File: src/rtl/codec_reg_bridge_pkg.sv
package codec_reg_bridge_pkg;

  localparam int NREG     = 28;
  localparam int REG_AW   = 7;
  localparam int REG_DW   = 8;
  localparam int BUS_DW   = 32;
  localparam int STAT_IDX = 0;
  localparam int MASK_IDX = 10;
  localparam int FLAG_IDX = 11;
  localparam int IRQ_SRC  = 6;

  typedef enum logic [1:0] {
    RK_RW,
    RK_RO,
    RK_W1C
  } reg_kind_e;

  // Power-on content of every slot.
  function automatic logic [REG_DW-1:0] reset_value(input int idx);
    case (idx)
      1:       return 8'hFC;
      2:       return 8'h1B;
      3:       return 8'h20;
      5:       return 8'h80;
      8:       return 8'hFF;
      9:       return 8'h1F;
      10:      return 8'h3F;
      12, 13, 14, 15: return 8'h06;
      21:      return 8'h34;
      22:      return 8'h07;
      23:      return 8'h44;
      24:      return 8'h1F;
      default: return 8'h00;
    endcase
  endfunction

  function automatic reg_kind_e kind_of(input int idx);
    if (idx == STAT_IDX) return RK_RO;
    if (idx == FLAG_IDX) return RK_W1C;
    return RK_RW;
  endfunction

  function automatic logic writable(input logic [REG_AW-1:0] a);
    return (a != '0) && (a < REG_AW'(NREG));
  endfunction

  function automatic logic irq_of(input logic [REG_DW-1:0] flags,
                                  input logic [REG_DW-1:0] mask);
    return |(flags[IRQ_SRC-1:0] & ~mask[IRQ_SRC-1:0]);
  endfunction

  function automatic logic [BUS_DW-1:0] pack_cmd(input logic busy,
                                                 input logic [REG_AW-1:0] a,
                                                 input logic [REG_DW-1:0] d);
    return {15'd0, busy, 1'b0, a, d};
  endfunction

  function automatic logic [BUS_DW-1:0] pack_data(input logic irq,
                                                  input logic [REG_DW-1:0] b);
    return {23'd0, irq, b};
  endfunction

endpackage

File: src/rtl/codec_cmd_seq.sv
module codec_cmd_seq
  import codec_reg_bridge_pkg::*;
#(
  parameter int WR_CYC = 4,
  parameter int RD_LAT = 6
) (
  input  logic              clk,
  input  logic              rst_n,
  input  logic              cmd_vld,
  input  logic              cmd_wr,
  input  logic [REG_AW-1:0] cmd_addr,
  input  logic [REG_DW-1:0] cmd_data,
  output logic              busy,
  output logic [REG_AW-1:0] cur_addr,
  output logic [REG_DW-1:0] cur_data,
  output logic              commit,
  output logic              rd_load
);

  localparam int WCW = (WR_CYC > 1) ? $clog2(WR_CYC) : 1;
  localparam int RCW = (RD_LAT > 1) ? $clog2(RD_LAT) : 1;

  logic [WCW-1:0] wcnt;
  logic [RCW-1:0] rcnt;
  logic           rd_pend;
  logic           accept;

  assign accept  = cmd_vld && !busy;
  assign commit  = busy && (wcnt == WCW'(WR_CYC - 1));
  assign rd_load = rd_pend && (rcnt == RCW'(RD_LAT - 1));

  always_ff @(posedge clk) begin
    if (!rst_n) begin
      busy     <= 1'b0;
      cur_addr <= '0;
      cur_data <= '0;
      wcnt     <= '0;
      rcnt     <= '0;
      rd_pend  <= 1'b0;
    end else if (accept) begin
      cur_addr <= cmd_addr;
      cur_data <= cmd_data;
      busy     <= cmd_wr;
      wcnt     <= '0;
      rcnt     <= '0;
      rd_pend  <= 1'b1;
    end else begin
      if (busy) begin
        if (commit) busy <= 1'b0;
        else        wcnt <= wcnt + 1'b1;
      end
      if (rd_pend) begin
        if (rd_load) rd_pend <= 1'b0;
        else         rcnt    <= rcnt + 1'b1;
      end
    end
  end

  AST_CMD_FROZEN_WHILE_BUSY: assert property (@(posedge clk) disable iff (!rst_n)
    (busy && !commit) |=> ($stable(cur_addr) && $stable(cur_data)));

  AST_BUSY_ENDS_AFTER_COMMIT: assert property (@(posedge clk) disable iff (!rst_n)
    commit |=> !busy);

  AST_LOAD_NEEDS_PENDING: assert property (@(posedge clk) disable iff (!rst_n)
    rd_load |=> !rd_load);

endmodule

File: src/rtl/codec_reg_bank.sv
module codec_reg_bank
  import codec_reg_bridge_pkg::*;
(
  input  logic              clk,
  input  logic              rst_n,
  input  logic              wr_en,
  input  logic [REG_AW-1:0] wr_addr,
  input  logic [REG_DW-1:0] wr_data,
  input  logic [REG_DW-1:0] stat_in,
  input  logic [REG_DW-1:0] flag_set,
  input  logic [REG_AW-1:0] rd_addr,
  output logic [REG_DW-1:0] rd_val,
  output logic              irq
);

  localparam int IW = $clog2(NREG);

  logic [REG_DW-1:0] bank [NREG];

  for (genvar gi = 0; gi < NREG; gi++) begin : g_slot
    logic [REG_DW-1:0] q;
    assign bank[gi] = q;

    if (kind_of(gi) == RK_RO) begin : g_ro
      always_ff @(posedge clk) begin
        if (!rst_n) q <= reset_value(gi);
        else        q <= stat_in;
      end
    end else if (kind_of(gi) == RK_W1C) begin : g_w1c
      logic hit;
      assign hit = wr_en && (wr_addr == REG_AW'(gi));
      always_ff @(posedge clk) begin
        if (!rst_n) q <= reset_value(gi);
        else        q <= (q & ~(hit ? wr_data : '0)) | flag_set;
      end

      AST_FLAG_NO_SILENT_CLEAR: assert property (@(posedge clk) disable iff (!rst_n)
        !hit |=> ((q & $past(q)) == $past(q)));
    end else begin : g_rw
      logic hit;
      assign hit = wr_en && (wr_addr == REG_AW'(gi));
      always_ff @(posedge clk) begin
        if (!rst_n)   q <= reset_value(gi);
        else if (hit) q <= wr_data;
      end
    end
  end

  always_comb begin
    if (rd_addr < REG_AW'(NREG)) rd_val = bank[rd_addr[IW-1:0]];
    else                         rd_val = '0;
  end

  assign irq = irq_of(bank[FLAG_IDX], bank[MASK_IDX]);

endmodule

File: src/rtl/codec_reg_bridge.sv
module codec_reg_bridge
  import codec_reg_bridge_pkg::*;
#(
  parameter int WR_CYC = 4,
  parameter int RD_LAT = 6
) (
  input  logic        clk,
  input  logic        rst_n,
  input  logic        bus_sel,
  input  logic        bus_wr,
  input  logic        bus_wsel,
  input  logic [31:0] bus_wdata,
  output logic        bus_ack,
  output logic [31:0] bus_rdata,
  input  logic [7:0]  stat_in,
  input  logic [7:0]  flag_set,
  output logic        acod_wr_stb,
  output logic [6:0]  acod_wr_addr,
  output logic [7:0]  acod_wr_data
);

  logic              cmd_vld;
  logic              busy;
  logic              commit;
  logic              rd_load;
  logic [REG_AW-1:0] cur_addr;
  logic [REG_DW-1:0] cur_data;
  logic [REG_DW-1:0] rd_val;
  logic [REG_DW-1:0] rd_byte;
  logic              irq;
  logic              unused_wdata;

  assign unused_wdata = ^{bus_wdata[31:17], bus_wdata[15]};

  assign cmd_vld = bus_sel && bus_wr && !bus_wsel;

  codec_cmd_seq #(
    .WR_CYC (WR_CYC),
    .RD_LAT (RD_LAT)
  ) u_seq (
    .clk      (clk),
    .rst_n    (rst_n),
    .cmd_vld  (cmd_vld),
    .cmd_wr   (bus_wdata[16]),
    .cmd_addr (bus_wdata[14:8]),
    .cmd_data (bus_wdata[7:0]),
    .busy     (busy),
    .cur_addr (cur_addr),
    .cur_data (cur_data),
    .commit   (commit),
    .rd_load  (rd_load)
  );

  assign acod_wr_stb  = commit && writable(cur_addr);
  assign acod_wr_addr = cur_addr;
  assign acod_wr_data = cur_data;

  codec_reg_bank u_bank (
    .clk      (clk),
    .rst_n    (rst_n),
    .wr_en    (acod_wr_stb),
    .wr_addr  (cur_addr),
    .wr_data  (cur_data),
    .stat_in  (stat_in),
    .flag_set (flag_set),
    .rd_addr  (cur_addr),
    .rd_val   (rd_val),
    .irq      (irq)
  );

  always_ff @(posedge clk) begin
    if (!rst_n)       rd_byte <= reset_value(STAT_IDX);
    else if (rd_load) rd_byte <= rd_val;
  end

  always_ff @(posedge clk) begin
    if (!rst_n) begin
      bus_ack   <= 1'b0;
      bus_rdata <= '0;
    end else begin
      bus_ack <= bus_sel;
      if (bus_sel && !bus_wr)
        bus_rdata <= bus_wsel ? pack_data(irq, rd_byte)
                              : pack_cmd(busy, cur_addr, cur_data);
      else
        bus_rdata <= '0;
    end
  end

  AST_ACK_FOLLOWS_REQ: assert property (@(posedge clk) disable iff (!rst_n)
    bus_sel |=> bus_ack);

  AST_NO_SPURIOUS_ACK: assert property (@(posedge clk) disable iff (!rst_n)
    !bus_sel |=> !bus_ack);

  AST_STB_ONE_CYCLE: assert property (@(posedge clk) disable iff (!rst_n)
    acod_wr_stb |=> !acod_wr_stb);

  AST_STB_ONLY_WRITABLE: assert property (@(posedge clk) disable iff (!rst_n)
    acod_wr_stb |-> (acod_wr_addr != 7'd0 && acod_wr_addr < 7'(NREG)));

  AST_RDBYTE_HOLDS: assert property (@(posedge clk) disable iff (!rst_n)
    !rd_load |=> $stable(rd_byte));

endmodule

File: config.mk
export PLATFORM = sky130hd
export DESIGN_NAME = codec_reg_bridge
export DESIGN_NICKNAME = d
export VERILOG_FILES = /design/src/rtl/codec_reg_bridge_pkg.sv /design/src/rtl/codec_cmd_seq.sv /design/src/rtl/codec_reg_bank.sv /design/src/rtl/codec_reg_bridge.sv
export SDC_FILE = /design/constraint.sdc
export NUM_CORES = 1
export LEC_CHECK = 0
export BUFFER_PORTS_ARGS = -buffer_cell sky130_fd_sc_hd__buf_2
export CAP_MARGIN = 20
export CORE_ASPECT_RATIO = 0.6
export CORE_MARGIN = 3
export CORE_UTILIZATION = 35
export DETAILED_ROUTE_END_ITERATION = 8
export PLACE_DENSITY = 0.53
export SETUP_SLACK_MARGIN = 0.05
export SLEW_MARGIN = 5
export SYNTH_ARGS = -nofsm -noshare
export SYNTH_HDL_FRONTEND = slang
export SYNTH_HIERARCHICAL = 1
export SYNTH_SLANG_ARGS = --single-unit
export TNS_END_PERCENT = 5
File: constraint.sdc
create_clock -name clk -period 4 [get_ports clk]
set_input_delay 0.6 -clock clk [delete_from_list [all_inputs] [get_ports clk]]
set_output_delay 0.6 -clock clk [all_outputs]
set_load 0.05 [all_outputs]
==> flow_summary.ini <==
[outcome]
status = completed

[placement]
pre_cts_slack_ns = 0.960
dp_cells = 1603
numPortBuffers = 69
gp_congestion = 0.803
dp_hpwl_um = 20600

[routing]
dr.pass1.iters = 5
vias_per_cell = 5.02
drt-initial-drc-count = 719
vias = 8273
wirelength_um = 32500
drc = 0
wl_per_cell_um = 19.7
ant_nets = 0

[die]
start_util_pct = 35.7
die_w_um = 246
row_count = 52
fp.coreArea_um2 = 34000
die_h_um = 150
die-area_um2 = 37000
boundaryPins = 102

[synth]
synthTopCellsByArea = dfxtp_1 45%, mux2i_1 21%, nor2b_1 8.9%
synth_seq_cells = 271
syn_area_um2 = 12100
ys_async_sr_fraction_pct = 0
synth.distinct_cells = 50
ys_seq_area_share_pct = 44.7
yosysMostFrequentCell = dfxtp_1
synthFlopType = dfxtp_1
synth_warnings = 6
synth_area_per_cell_um2 = 10.7
syn-instance-count = 1138
ys_top_cells_by_count = 271 x dfxtp_1, 257 x mux2i_1, 173 x nor2b_1
synth_top_area_share_pct = 44.7
synth_top_cell_by_area = dfxtp_1
synth_edf_count = 0

[critical_path]
critical_path.max_fanout = 20
startpoint_type = register
cp_data_required_time_ns = 4.40
end_kind = register
worstPathArrival_ns = 3.49
crit_type = register to register

[global_routing]
grt_pass1_wl_um = 49300
grt.total_usage_pct = 17.3
grt_pass1_vias = 7792
antenna_found_initial = 0
grt_max_degree = 138
overflow = 0

[sta]
setup_viol = 0
setup_ws_ns = 0.920
fmax_mhz = 325
fin_crit_sh_pct = 77.0
max_slew_margin_pct = 31.6
fin_skew_ns = 0.00892
rsz0062_at_grt = false
hold_viol_final = 0
slew_violations = 0
fin_crit_ns = 3.08
timing.hold.ws_ns = 0.265
tns_ns = 0
worstMarginPinSlew_ns = 1.02

[pwr]
power.density_nw_per_um2 = 419
p_sw_share_pct = 22.8
power_switching_mw = 1.32
p_leak_nw = 5.81
clockPowerShare_pct = 46.8
vdd_ir_drop_max_v = 0.000320
p_seq_share_pct = 47.3
p_int_mw = 4.47
pwr-share-comb_pct = 5.9

[run]
maxCapViolCount = 0

[clock_network]
clock_sinks = 271
hold_buffers = 0
cts_max_path_buffers = 3
cts_setup_buffers = 0
cts_tree = built
clockRootBuffer = clkbuf_16
htreeDepth = 1
clock_latency_ns = 0.54
clkTransAtPathRegs_ns = 0.06
cts-buffers-inserted = 26
cts_resized = 0

[cells_and_area]
syn_to_final_growth_pct = 13.7
instances_no_fill = 1647
drive_above_1_share_pct = 16.4
nets = 1228
diodes = 0

[min_path]
hp-class = input port to register
[path summary, 6_finish.rpt]
check	startpoint	end	slack, ns	cells past startpoint
worst max-delay path	u_seq/cur_addr[3]	u_bank/g_slot[15].q[2]	0.92	6
worst min-delay path	stat_in[0]	u_bank/g_slot[0].q[0]	0.26	2
worst max register to register	u_seq/cur_addr[3]	u_bank/g_slot[15].q[2]	0.92	6
worst min register to register	u_seq/wcnt[1]	u_seq/wcnt[1]	0.47	2
[cell type report]
cell class,instances,area [um^2]
clock buffer,33,748
clock inverter,11,184
fill,3329,20200
sequential,271,5430
inverter,15,56.3
tap,459,574
timing repair buffer,98,594
multi-input combinational,760,6210
[sequential cells by signal, indices dropped and copies added, names as in the netlist]
name,cells
u_bank/g_slot.q,224
bus_rdata,16
rd_byte,8
u_seq/cur_data,8
u_seq/cur_addr,7
u_seq/rcnt,3
u_seq/wcnt,2
bus_ack,1
u_seq/busy,1
u_seq/rd_pend,1
[worst max-delay path, cell delays in order (launching register included)]
cell and delay, ns:
dfxtp_1 0.85, nor3_1 0.09, a21oi_1 0.37, or4b_1 0.69, nor3_4 0.62, mux2i_1 0.25, nand2_1 0.07
[power groups by stage]
| stage | Clock, mW | Combinational [mW] | Sequential (mW) |
|---|---|---|---|
| global route | 2.89 | 0.363 | 2.74 |
| floorplan | 0 | 0.230 | 2.81 |
| finish | 2.71 | 0.340 | 2.74 |
| CTS | 2.78 | 0.341 | 2.73 |
| detailed placement | 0 | 0.341 | 2.80 |
| global placement | 0 | 0.338 | 2.80 |
[layer usage]
| layer | vias up | global-route usage (%) | part of all wire [%] |
|---|---|---|---|
| met5 | - | 1.47 | 0.23 |
| met4 | 2 | 2.73 | 1.4 |
| met3 | 38 | 2.87 | 3.8 |
| met2 | 144 | 24.2 | 41 |
| met1 | 4089 | 27.6 | 53 |
| li1 | 4000 | - | - |
[cells in the final DEF, fill, tap and decap left out, types with 10 or more instances in the layout]
master     count
nand2_1       88
a21oi_1       20
mux4_2        40
o21ai_0       10
nor2b_1      173
clkbuf_16     27
conb_1        16
inv_1         15
buf_4         27
nand3_1       21
dfxtp_1      268
mux2i_1      257
and2_1        17
buf_2         68
nor2_1        20
[cells by family after synthesis]
kind of cell	Yosys count	synth area share [%]
AND/OR/NAND/NOR	343	15.9
other	1	0.0309
buffers and inverters	122	4.71
XOR/XNOR	1	0.0722
flip-flops	271	44.7
multiplexers	297	28.6
AO/OA/AOI/OAI	100	5.65
adder cells (fa/ha/maj)	3	0.309
[per-stage QoR]
step           instance area [um^2]  power, mW  utilization [%]
6_report                      13800       5.79             40.6
2_1_floorplan                 12200       3.04                -
3_5_place_dp                  12900       3.14             37.9
3_3_place_gp                  12900       3.13             37.9
4_1_cts                       13800       5.85             40.6
5_1_grt                       13800       5.99             40.6
No activity file was read; power rests on OpenSTA's default activity.
